===== src/rtl/obu_pkg.sv =====
package obu_pkg;
  // which access owns the peripheral bus in the current cycle
  typedef enum logic [1:0] {
    ISS_NONE  = 2'd0,
    ISS_READ  = 2'd1,
    ISS_WRITE = 2'd2
  } obu_issue_e;
endpackage


===== src/rtl/obu_region_map.sv =====
module obu_region_map #(
  parameter int unsigned RGN_W = 3,
  localparam int unsigned NREG = 1 << RGN_W
) (
  input  logic [RGN_W-1:0] rgn,
  input  logic [NREG-1:0]  prot,
  output logic             hit
);
  logic [NREG-1:0] sel;

  for (genvar g = 0; g < NREG; g++) begin : g_rgn
    assign sel[g] = (rgn == RGN_W'(g)) && prot[g];
  end

  assign hit = |sel;
endmodule


===== src/rtl/obu_wbuf.sv =====
module obu_wbuf #(
  parameter int unsigned AW    = 16,
  parameter int unsigned DW    = 16,
  parameter int unsigned TAG_W = 4
) (
  input  logic             clk,
  input  logic             rst_n,
  input  logic             ld,
  input  logic             done,
  input  logic [AW-1:0]    in_addr,
  input  logic [DW-1:0]    in_data,
  input  logic [TAG_W-1:0] in_tag,
  output logic             pend,
  output logic [AW-1:0]    addr,
  output logic [DW-1:0]    data,
  output logic [TAG_W-1:0] tag
);
  logic pend_d;

  always_comb begin
    pend_d = pend;
    if (done)    pend_d = 1'b0;
    else if (ld) pend_d = 1'b1;
  end

  always_ff @(posedge clk or negedge rst_n) begin
    if (!rst_n) pend <= 1'b0;
    else        pend <= pend_d;
  end

  // payload registers: clock enable only, contents are don't-care when empty
  always_ff @(posedge clk or negedge rst_n) begin
    if (!rst_n) begin
      addr <= '0;
      data <= '0;
      tag  <= '0;
    end else if (ld) begin
      addr <= in_addr;
      data <= in_data;
      tag  <= in_tag;
    end
  end

  AST_WR_CAPTURE: assert property (@(posedge clk) disable iff (!rst_n)
    (ld && !pend) |=> pend) else $error("write not captured");
  AST_WR_HOLD: assert property (@(posedge clk) disable iff (!rst_n)
    (pend && !done) |=> (pend && $stable(addr) && $stable(data))) else $error("buffered write changed");
endmodule


===== src/rtl/obu_arb.sv =====
module obu_arb
  import obu_pkg::*;
#(
  parameter int unsigned AW    = 16,
  parameter int unsigned DW    = 16,
  parameter int unsigned TAG_W = 4
) (
  input  logic             clk,
  input  logic             rst_n,
  input  logic             cmp_vld,
  input  logic [AW-1:0]    cmp_addr,
  input  logic [TAG_W-1:0] cmp_tag,
  input  logic             cmp_prot,
  input  logic             pend,
  input  logic [AW-1:0]    pend_addr,
  input  logic [DW-1:0]    pend_data,
  input  logic             rd_vld,
  input  logic [AW-1:0]    rd_addr,
  input  logic [TAG_W-1:0] rd_tag,
  input  logic             rd_prot,
  input  logic             bus_rdy,
  output logic             bus_vld,
  output logic             bus_we,
  output logic [AW-1:0]    bus_addr,
  output logic [DW-1:0]    bus_wdata,
  output logic             rd_rdy,
  output logic             wr_done,
  output logic             hold
);
  logic [TAG_W-1:0] age;
  logic             rd_newer;
  logic             ord_need;
  obu_issue_e       iss;

  // modulo age: read is younger when the difference lies in the lower half
  assign age      = rd_tag - cmp_tag;
  assign rd_newer = (age != '0) && !age[TAG_W-1];
  assign ord_need = cmp_vld && rd_newer && (cmp_prot || rd_prot || (cmp_addr == rd_addr));
  assign hold     = rd_vld && ord_need;

  always_comb begin
    if (rd_vld && !ord_need) iss = ISS_READ;
    else if (pend)           iss = ISS_WRITE;
    else                     iss = ISS_NONE;
  end

  assign bus_vld   = (iss != ISS_NONE);
  assign bus_we    = (iss == ISS_WRITE);
  assign bus_addr  = (iss == ISS_READ) ? rd_addr : pend_addr;
  assign bus_wdata = pend_data;
  assign rd_rdy    = (iss == ISS_READ) && bus_rdy;
  assign wr_done   = (iss == ISS_WRITE) && bus_rdy;

  AST_ORDER_KEPT: assert property (@(posedge clk) disable iff (!rst_n)
    (rd_rdy && pend && (cmp_prot || rd_prot)) |-> !rd_newer) else $error("protected read overtook write");
  AST_BUS_READ_SRC: assert property (@(posedge clk) disable iff (!rst_n)
    (bus_vld && !bus_we) |-> rd_vld) else $error("read issued with no request");
endmodule


===== src/rtl/bus_order_guard.sv =====
module bus_order_guard #(
  parameter int unsigned AW       = 16,
  parameter int unsigned DW       = 16,
  parameter int unsigned TAG_W    = 4,
  parameter int unsigned RGN_W    = 3,
  parameter int unsigned CNT_W    = 16,
  parameter int unsigned PROT_RST = 32'h0000_000E,
  localparam int unsigned NREG    = 1 << RGN_W
) (
  input  logic             clk,
  input  logic             rst_n,
  input  logic             cfg_we,
  input  logic [NREG-1:0]  cfg_data,
  output logic [NREG-1:0]  prot_map,
  input  logic             wr_vld,
  input  logic [AW-1:0]    wr_addr,
  input  logic [DW-1:0]    wr_data,
  input  logic [TAG_W-1:0] wr_tag,
  output logic             wr_rdy,
  input  logic             rd_vld,
  input  logic [AW-1:0]    rd_addr,
  input  logic [TAG_W-1:0] rd_tag,
  output logic             rd_rdy,
  output logic [DW-1:0]    rd_rdata,
  output logic             bus_vld,
  output logic             bus_we,
  output logic [AW-1:0]    bus_addr,
  output logic [DW-1:0]    bus_wdata,
  input  logic             bus_rdy,
  input  logic [DW-1:0]    bus_rdata,
  output logic [CNT_W-1:0] stall_cnt
);
  localparam logic [NREG-1:0] MAP_RST = NREG'(PROT_RST);

  logic             rs0, rst_sq;
  logic [NREG-1:0]  map_d;
  logic [CNT_W-1:0] cnt_d;
  logic             pend, wr_ld, wr_done, hold;
  logic [AW-1:0]    pend_addr, cmp_addr;
  logic [DW-1:0]    pend_data;
  logic [TAG_W-1:0] pend_tag, cmp_tag;
  logic             cmp_vld, cmp_prot, rd_prot;

  // reset: asserted at once, released after two clock edges
  always_ff @(posedge clk or negedge rst_n) begin
    if (!rst_n) {rst_sq, rs0} <= 2'b00;
    else        {rst_sq, rs0} <= {rs0, 1'b1};
  end

  assign map_d = cfg_we ? cfg_data : prot_map;
  always_ff @(posedge clk or negedge rst_sq) begin
    if (!rst_sq) prot_map <= MAP_RST;
    else         prot_map <= map_d;
  end

  assign cnt_d = hold ? stall_cnt + CNT_W'(1) : stall_cnt;
  always_ff @(posedge clk or negedge rst_sq) begin
    if (!rst_sq) stall_cnt <= '0;
    else         stall_cnt <= cnt_d;
  end

  assign wr_rdy = !pend;
  assign wr_ld  = wr_vld && wr_rdy;

  obu_wbuf #(.AW(AW), .DW(DW), .TAG_W(TAG_W)) u_wbuf (
    .clk(clk), .rst_n(rst_sq), .ld(wr_ld), .done(wr_done),
    .in_addr(wr_addr), .in_data(wr_data), .in_tag(wr_tag),
    .pend(pend), .addr(pend_addr), .data(pend_data), .tag(pend_tag)
  );

  // the write a read is compared with: buffered one, else the one arriving now
  assign cmp_vld  = pend || wr_vld;
  assign cmp_addr = pend ? pend_addr : wr_addr;
  assign cmp_tag  = pend ? pend_tag  : wr_tag;

  obu_region_map #(.RGN_W(RGN_W)) u_map_wr (
    .rgn(cmp_addr[AW-1 -: RGN_W]), .prot(prot_map), .hit(cmp_prot)
  );
  obu_region_map #(.RGN_W(RGN_W)) u_map_rd (
    .rgn(rd_addr[AW-1 -: RGN_W]), .prot(prot_map), .hit(rd_prot)
  );

  obu_arb #(.AW(AW), .DW(DW), .TAG_W(TAG_W)) u_arb (
    .clk(clk), .rst_n(rst_sq),
    .cmp_vld(cmp_vld), .cmp_addr(cmp_addr), .cmp_tag(cmp_tag), .cmp_prot(cmp_prot),
    .pend(pend), .pend_addr(pend_addr), .pend_data(pend_data),
    .rd_vld(rd_vld), .rd_addr(rd_addr), .rd_tag(rd_tag), .rd_prot(rd_prot),
    .bus_rdy(bus_rdy), .bus_vld(bus_vld), .bus_we(bus_we), .bus_addr(bus_addr),
    .bus_wdata(bus_wdata), .rd_rdy(rd_rdy), .wr_done(wr_done), .hold(hold)
  );

  assign rd_rdata = bus_rdata;

  AST_STALL_STEP: assert property (@(posedge clk) disable iff (!rst_sq)
    1'b1 |=> ((stall_cnt == $past(stall_cnt)) || (stall_cnt == $past(stall_cnt) + CNT_W'(1))))
    else $error("stall count jumped");
  AST_STALL_ON_WAIT: assert property (@(posedge clk) disable iff (!rst_sq)
    (rd_vld && !rd_rdy && !bus_vld) |=> (stall_cnt != $past(stall_cnt))) else $error("idle wait not counted");
  AST_CFG_TAKE: assert property (@(posedge clk) disable iff (!rst_sq)
    cfg_we |=> (prot_map == $past(cfg_data))) else $error("map not loaded");
endmodule


===== config.mk =====
export PLATFORM = sky130hd
export DESIGN_NAME = bus_order_guard
export DESIGN_NICKNAME = d
export VERILOG_FILES = /design/src/rtl/obu_pkg.sv /design/src/rtl/obu_region_map.sv /design/src/rtl/obu_wbuf.sv /design/src/rtl/obu_arb.sv /design/src/rtl/bus_order_guard.sv
export SDC_FILE = /design/constraint.sdc
export NUM_CORES = 1
export LEC_CHECK = 0
export BUFFER_PORTS_ARGS = -buffer_cell sky130_fd_sc_hd__buf_2
export CORE_UTILIZATION = 47
export DETAILED_ROUTE_END_ITERATION = 10
export GPL_ROUTABILITY_DRIVEN = 0
export HOLD_SLACK_MARGIN = 0.03
export PLACE_DENSITY = 0.77
export SLEW_MARGIN = 20
export SYNTH_ARGS = -nofsm -noshare
export SYNTH_HDL_FRONTEND = slang
export SYNTH_HIERARCHICAL = 1
export SYNTH_SLANG_ARGS = --single-unit

===== constraint.sdc =====
create_clock -name clk -period 7.75 [get_ports clk]
set_input_delay 0 -clock clk [delete_from_list [all_inputs] [get_ports clk]]
set_output_delay 0 -clock clk [all_outputs]
set_load 0.005 [all_outputs]

==> results of run 1 <==
[area by class of cell]
cell class	count	area (sq um)
fill	656	3010
tap	105	131.4
timing repair buffer	193	1281
multi-input combinational	240	2163
clock inverter	3	42.54
inverter	6	22.52
clock buffer	13	148.9
sequential	63	1582
[per-stage QoR]
stage,power (mW),setup WS (ns)
after floorplan,1.264,4.469
after global placement,1.397,3.158
after detailed placement,1.418,2.997
after CTS,1.735,2.977
after global routing,1.861,2.556
final,1.736,2.937
[Yosys cell counts (2+ instances only)]
library cell	number	share of area, %
nand3_1	17	2.1
buf_4	32	5.8
buf_6	3	0.81
mux2_4	29	10
nor4_1	5	0.75
mux2_2	38	10
buf_2	2	0.24
buf_12	4	1.9
o2bb2ai_1	16	3.4
xor2_1	13	2.7
inv_1	5	0.45
a211o_1	11	2.3
nand4_1	7	1.1
dfstp_2	3	1.9
ha_1	4	1.2
xnor2_1	20	4.2
mux4_1	4	2.5
nor3_1	4	0.48
a211o_2	5	1.2
nand4_4	2	1.0
dfrtp_1	60	36
nand2_1	25	2.3
nor2_1	21	1.9
clkbuf_1	8	0.72
[cell families (layout without fill, tap and decap cells)]
kind of cell             after synthesis  after routing  share of synthesized area [%]
flip-flops                            63             63                          38.08
XOR/XNOR                              33             33                          6.964
buffers and inverters                 55            215                          10.04
AO/OA/AOI/OAI                         39             39                          8.170
adder cells (fa/ha/maj)                5              5                          1.688
other                                  1              1                        0.09036
multiplexers                          71             71                          23.33
AND/OR/NAND/NOR                       91             91                          11.64
[state kept, by name, summed over array words and instances, names as in the netlist]
| signal | count |
|---|---|
| prot_map | 8 |
| rs0 | 1 |
| rst_sq | 1 |
| stall_cnt | 16 |
| u_wbuf/addr | 16 |
| u_wbuf/data | 16 |
| u_wbuf/pend | 1 |
| u_wbuf/tag | 4 |
[per-layer routing]
layer / share of wire (%) / vias up / GRT usage (%) / wire length [microns]
li1: - / 1553 / - / -
met1: 42 / 1577 / 27.77 / 4171
met2: 51 / 131 / 40.48 / 5110
met3: 6.3 / 12 / 5.924 / 630
met4: 1.3 / 0 / 6.716 / 131
met5: 0 / - / 0 / 0
[worst paths after layout]
kind	endpoint	from	slack, ns
max	stall_cnt[15]	u_wbuf/pend	2.94
min	prot_map[3]	cfg_we	0.05
max reg2reg	stall_cnt[15]	u_wbuf/pend	2.94
min reg2reg	u_wbuf/addr[12]	rst_sq	0.18
max in group asynchronous	u_wbuf/data[13]	rst_sq	6.65
min in group asynchronous	u_wbuf/addr[12]	rst_sq	0.18
[where the power goes]
group / internal (mW) / leakage, nW / switching [mW] / total (mW)
combinational: 0.504 / 1.74 / 0.375 / 0.879
clock: 0.157 / 0.0936 / 0.126 / 0.283
sequential: 0.445 / 0.763 / 0.129 / 0.574
total: 1.11 / 2.60 / 0.630 / 1.74
[critical path, cell delays in order, from the launching register on]
cell	delay, ns
dfrtp_1	1.05
mux2_2	0.32
ha_1	0.15
inv_1	0.05
fa_1	0.47
nand2b_1	0.10
o21ai_0	0.11
a21oi_2	0.61
o31a_1	0.71
and2_1	0.42
nand4_4	0.19
nor4_1	0.36
xor2_1	0.17
[what timing repair did]
action / 4_1_cts / 5_1_grt
resized for setup: 0 / 0
hold buffers: 62 / 0
hold endpoints to repair: 62 / 0
setup buffers: 0 / 0
==> summary.md, run 1 <==
| Metric | Value |
|---|---|
| Outcome | finished, final reports clean |
| Clk_skew | 0.007655 ns |
| CTS tree | done |
| Post-synth EDFFs | 0 |
| Commonest non-fill, non-tap cell in the layout | buf_2 |
| CP Capture Type | register |
| Final Setup Violations | 0 |
| Sum Neg Setup Slack | 0 ns |
| Die H | 95.97 microns |
| Inserted Clock Buffers | 9 |
| Ratio of cells with drive above 1 in the final layout | 44.40% |
| Max Cap Viol | 0 |
| Worst reg-to-reg path cell count | 12 |
| CTS sink count | 63 |
| Slew margin rel. | 28.64% |
| Core Util, Final | 64.08% |
| Count of cell types in the netlist | 44 |
| DRC Markers | 0 |
| Largest net degree at the start of global routing | 45 |
| Finished Cell Area | 5371 sq um |
| Post-Synthesis Net Count | 449 |
| WP data arrival | 5.08 ns |
| Row count | 33 |
| Latest clock arrival within the worst-skew pair | 0.35 ns |
| I/O pins | 162 |
| Vias in the first global route | 3340 |
| CTS Buffer Depth | 2 |
| Worst setup SP type | register |
| Placed cell area | 4557 sq um |
| Final Non-Filler Cells | 623 |
| Placed Cells | 545 |
| Nets | 604 |
| Sequential fraction of the synthesis area | 38.08% |
| Max Freq | 0.2078 GHz |
| FFs w/ async S/R, synth | 100.0% |
| DR vias/cell | 5.254 |
| Global-route wire length before repair | 15880 microns |
| Cells after Synth | 358 |
| Worst Hold Depth | 2 |
| Ys Warns | 6 |
| Cell Area, Synth | 4150 sq um |
| Final critical-path required period | 4.813 ns |
| Crit path kind | reg2reg |
| Clk root buf | clkbuf_8 |
| Final Hold Viols | 0 |
| GRT Total Usage | 23.05% |
| Die Wd | 95.97 microns |
| DR pass1 iterations | 4 |
| Total gr overflow | 0 |
| Drt initial violations | 97 |
| PortBufs | 129 |
| RSZ-0062 raised after global routing | no |
| Total number of vias | 3273 |
| ANT nets after route | 0 |
| Worst hold slack | 0.05118 ns |
| Die area | 9210 sq um |
| Period utilization | 62.10% |
| Fin. max-slew vios | 0 |
| Prevailing post-synth register cell | dfrtp_1 |
| Antenna violations before repair | 0 |
| Dpl hpwl | 6599 microns |
| Maximum vdd ir drop | 0.1532 mV |
| Worst slew pin tran | 1.070 ns |
| WL per Instance | 16.12 microns |
| Clock slew at reported path FFs | 0.07 ns |
| HP Class | in2reg |
| Total power per unit cell area | 323.3 nW/um^2 |
| Core ar. | 8382 sq um |
| Layout area overhead | 29.42% |
| Final wirelength | 10040 microns |
| Number of diodes | 0 |
| Worst Path Max Fanout | 27 |
| Most frequent cells in the layout | 129 x buf_2, 62 x dlygate4sd3_1, 59 x dfrtp_1 |
| Mapped Avg Cell Area | 11.59 sq um |
| Initial core utilization | 49.51% |
| Leakage | 2.597 nW |
| Max H-tree Level | 3 |
| Register bit total from synthesis | 63 |
| Critical path required time | 8.02 ns |
(Power assumes the default switching activity.)
==> inputs of run 2 (changes only) <==
--- a/config.mk
+++ b/config.mk
@@ -6,11 +6,11 @@
 export NUM_CORES = 1
 export LEC_CHECK = 0
 export BUFFER_PORTS_ARGS = -buffer_cell sky130_fd_sc_hd__buf_2
-export CORE_UTILIZATION = 47
+export CORE_UTILIZATION = 45
 export DETAILED_ROUTE_END_ITERATION = 10
 export GPL_ROUTABILITY_DRIVEN = 0
 export HOLD_SLACK_MARGIN = 0.03
-export PLACE_DENSITY = 0.77
+export PLACE_DENSITY = 0.78
 export SLEW_MARGIN = 20
 export SYNTH_ARGS = -nofsm -noshare
 export SYNTH_HDL_FRONTEND = slang
==> constraint.sdc (replaced) <==
create_clock -name clk -period 4.2 [get_ports clk]
set_input_delay 0 -clock clk [delete_from_list [all_inputs] [get_ports clk]]
set_output_delay 0 -clock clk [all_outputs]
set_load 0.005 [all_outputs]
==> run 2 against run 1 <==
  * The flow now finishes with violations (design-rule violations)
  * Power grew 96%
  * Design area is 1.8% higher
  * Sequential cell count unchanged
  * Count of clock-buffer cells in the layout did not move
  * Sequential power is 78% higher
  * Critical path type is now reg2out
  * Largest power group unchanged
  * Highest routed layer unchanged
==> summary.md, run 2 (same netlist as run 1, synthesis figures left out) <==
| Metric | Value |
|---|---|
| Number of diodes | 0 |
| Reg area | 1582 sq um |
| CTS tree | done |
| Clock slew at reported path FFs | 0.08 ns |
| Fin worst setup slack | 0.7459 ns |
| Max Freq | 0.2895 GHz |
| WL per Instance | 16.43 microns |
| Inserted Clock Buffers | 9 |
| Antenna violations before repair | 0 |
| Final wirelength | 10370 microns |
| Initial core utilization | 47.13% |
| Worst setup SP type | register |
| Final Setup Violations | 0 |
| WP data arrival | 3.45 ns |
| DR vias/cell | 5.266 |
| CTS sink count | 63 |
| Final Hold Viols | 0 |
| Total power per unit cell area | 621.0 nW/um^2 |
| Max Cap Viol | 0 |
| Nets | 609 |
| Violated checks | design-rule violations |
| Core ar. | 8806 sq um |
| Worst slew pin tran | 0.9787 ns |
| Worst Path Max Fanout | 20 |
| Commonest non-fill, non-tap cell in the layout | buf_2 |
| Period utilization | 82.24% |
| Clk root buf | clkbuf_8 |
| Layout area overhead | 31.75% |
| Die Wd | 98.04 microns |
| GRT Total Usage | 22.80% |
| Total number of vias | 3323 |
| Fin. max-slew vios | 0 |
| Die area | 9611 sq um |
| Critical path required time | 4.20 ns |
| RSZ-0062 raised after global routing | no |
| Vias in the first global route | 3361 |
| Maximum vdd ir drop | 0.3532 mV |
| Outcome | finished, violations left |
| HP Class | in2reg |
| Sum Neg Setup Slack | 0 ns |
| Largest net degree at the start of global routing | 36 |
| CP Capture Type | output pin |
| Row count | 34 |
| Die H | 98.04 microns |
| Drt initial violations | 99 |
| Slew margin rel. | 34.61% |
| Final critical-path required period | 3.454 ns |
| Clk_skew | 0.01357 ns |
| PortBufs | 129 |
| CTS Buffer Depth | 2 |
| Multi-input gate area | 2161 sq um |
| Ratio of cells with drive above 1 in the final layout | 44.93% |
| Max H-tree Level | 3 |
| FF-to-FF setup slack | 0.89 ns |
| Core Util, Final | 62.09% |
| Most frequent cells in the layout | 129 x buf_2, 62 x dlygate4sd3_1, 59 x dfrtp_1 |
| Top Registers | stall_cnt: 16 flops, u_wbuf/addr: 16 flops, u_wbuf/data: 16 flops |
| DR pass1 iterations | 7 |
| Global-route wire length before repair | 17140 microns |
| ANT nets after route | 0 |
| Dpl hpwl | 6927 microns |
| Fillers | 708 |
| Total gr overflow | 0 |
| Crit path kind | reg2out |
| I/O pins | 162 |
| Leakage | 2.653 nW |
| CTS-repair resized insts | 0 |
| Pre-CTS setup slack | 0.8436 ns |
| DRC Markers | 13 |
| Latest clock arrival within the worst-skew pair | 0.35 ns |
## run 2: repair_timing
action / in CTS / in global routing
hold endpoints to repair: 62 / 0
hold buffers: 62 / 0
setup buffers: 0 / 0
## run 2: report_power, final
group,leakage [nW],switching (mW),internal [mW]
logic,1.77,0.746,0.964
clock network,0.124,0.236,0.428
registers,0.763,0.200,0.822
total,2.65,1.18,2.21
## run 2: worst paths after layout
path                              from  cells past startpoint             to
max                        u_wbuf/pend                      7        bus_vld
max in group asynchronous       rst_sq                      1    prot_map[1]
min                             cfg_we                      2    prot_map[4]
max reg2reg                u_wbuf/pend                     13  stall_cnt[15]
min reg2reg                     rst_sq                      0   stall_cnt[9]
min in group asynchronous       rst_sq                      0   stall_cnt[9]
## run 2: stage by stage
step                      instances  total power [mW]  instance area [sq um]  hold slack, ns
after global placement          553             2.624                   4598         -0.2121
after global routing            631             3.616                   5468         0.04954
after CTS                       631             3.412                   5468         0.03544
final                           631             3.395                   5468         0.04604
after detailed placement        553             2.680                   4598         -0.2094
after floorplan                 358             2.333                   4150         -0.2956
## run 2: critical path, stage by stage (launching register included)
cell and delay [ns]:
dfrtp_1 0.50, buf_4 0.35, mux2_2 0.43, mux4_1 0.46, mux2_2 0.30, nor4_1 0.70, or3_1 0.25, buf_2 0.12
## run 2: cell type report
| cell class | instances | area share, % |
|---|---|---|
| repair buffers | 198 | 24.12 |
| well taps | 108 | 2.471 |
| clock inverters | 3 | 1.648 |
| flip-flops and latches | 63 | 28.92 |
| clock buffers | 13 | 2.906 |
| multi-input cells | 240 | 39.52 |
| inverters | 6 | 0.4119 |
## run 2: metal layers
| metal | up-vias | wire length (microns) | global-route usage, % |
|---|---|---|---|
| li1 | 1571 | - | - |
| met1 | 1605 | 4195 | 27.90 |
| met2 | 136 | 5386 | 39.65 |
| met3 | 11 | 635 | 5.369 |
| met4 | 0 | 151 | 7.110 |
| met5 | - | 0 | 0 |
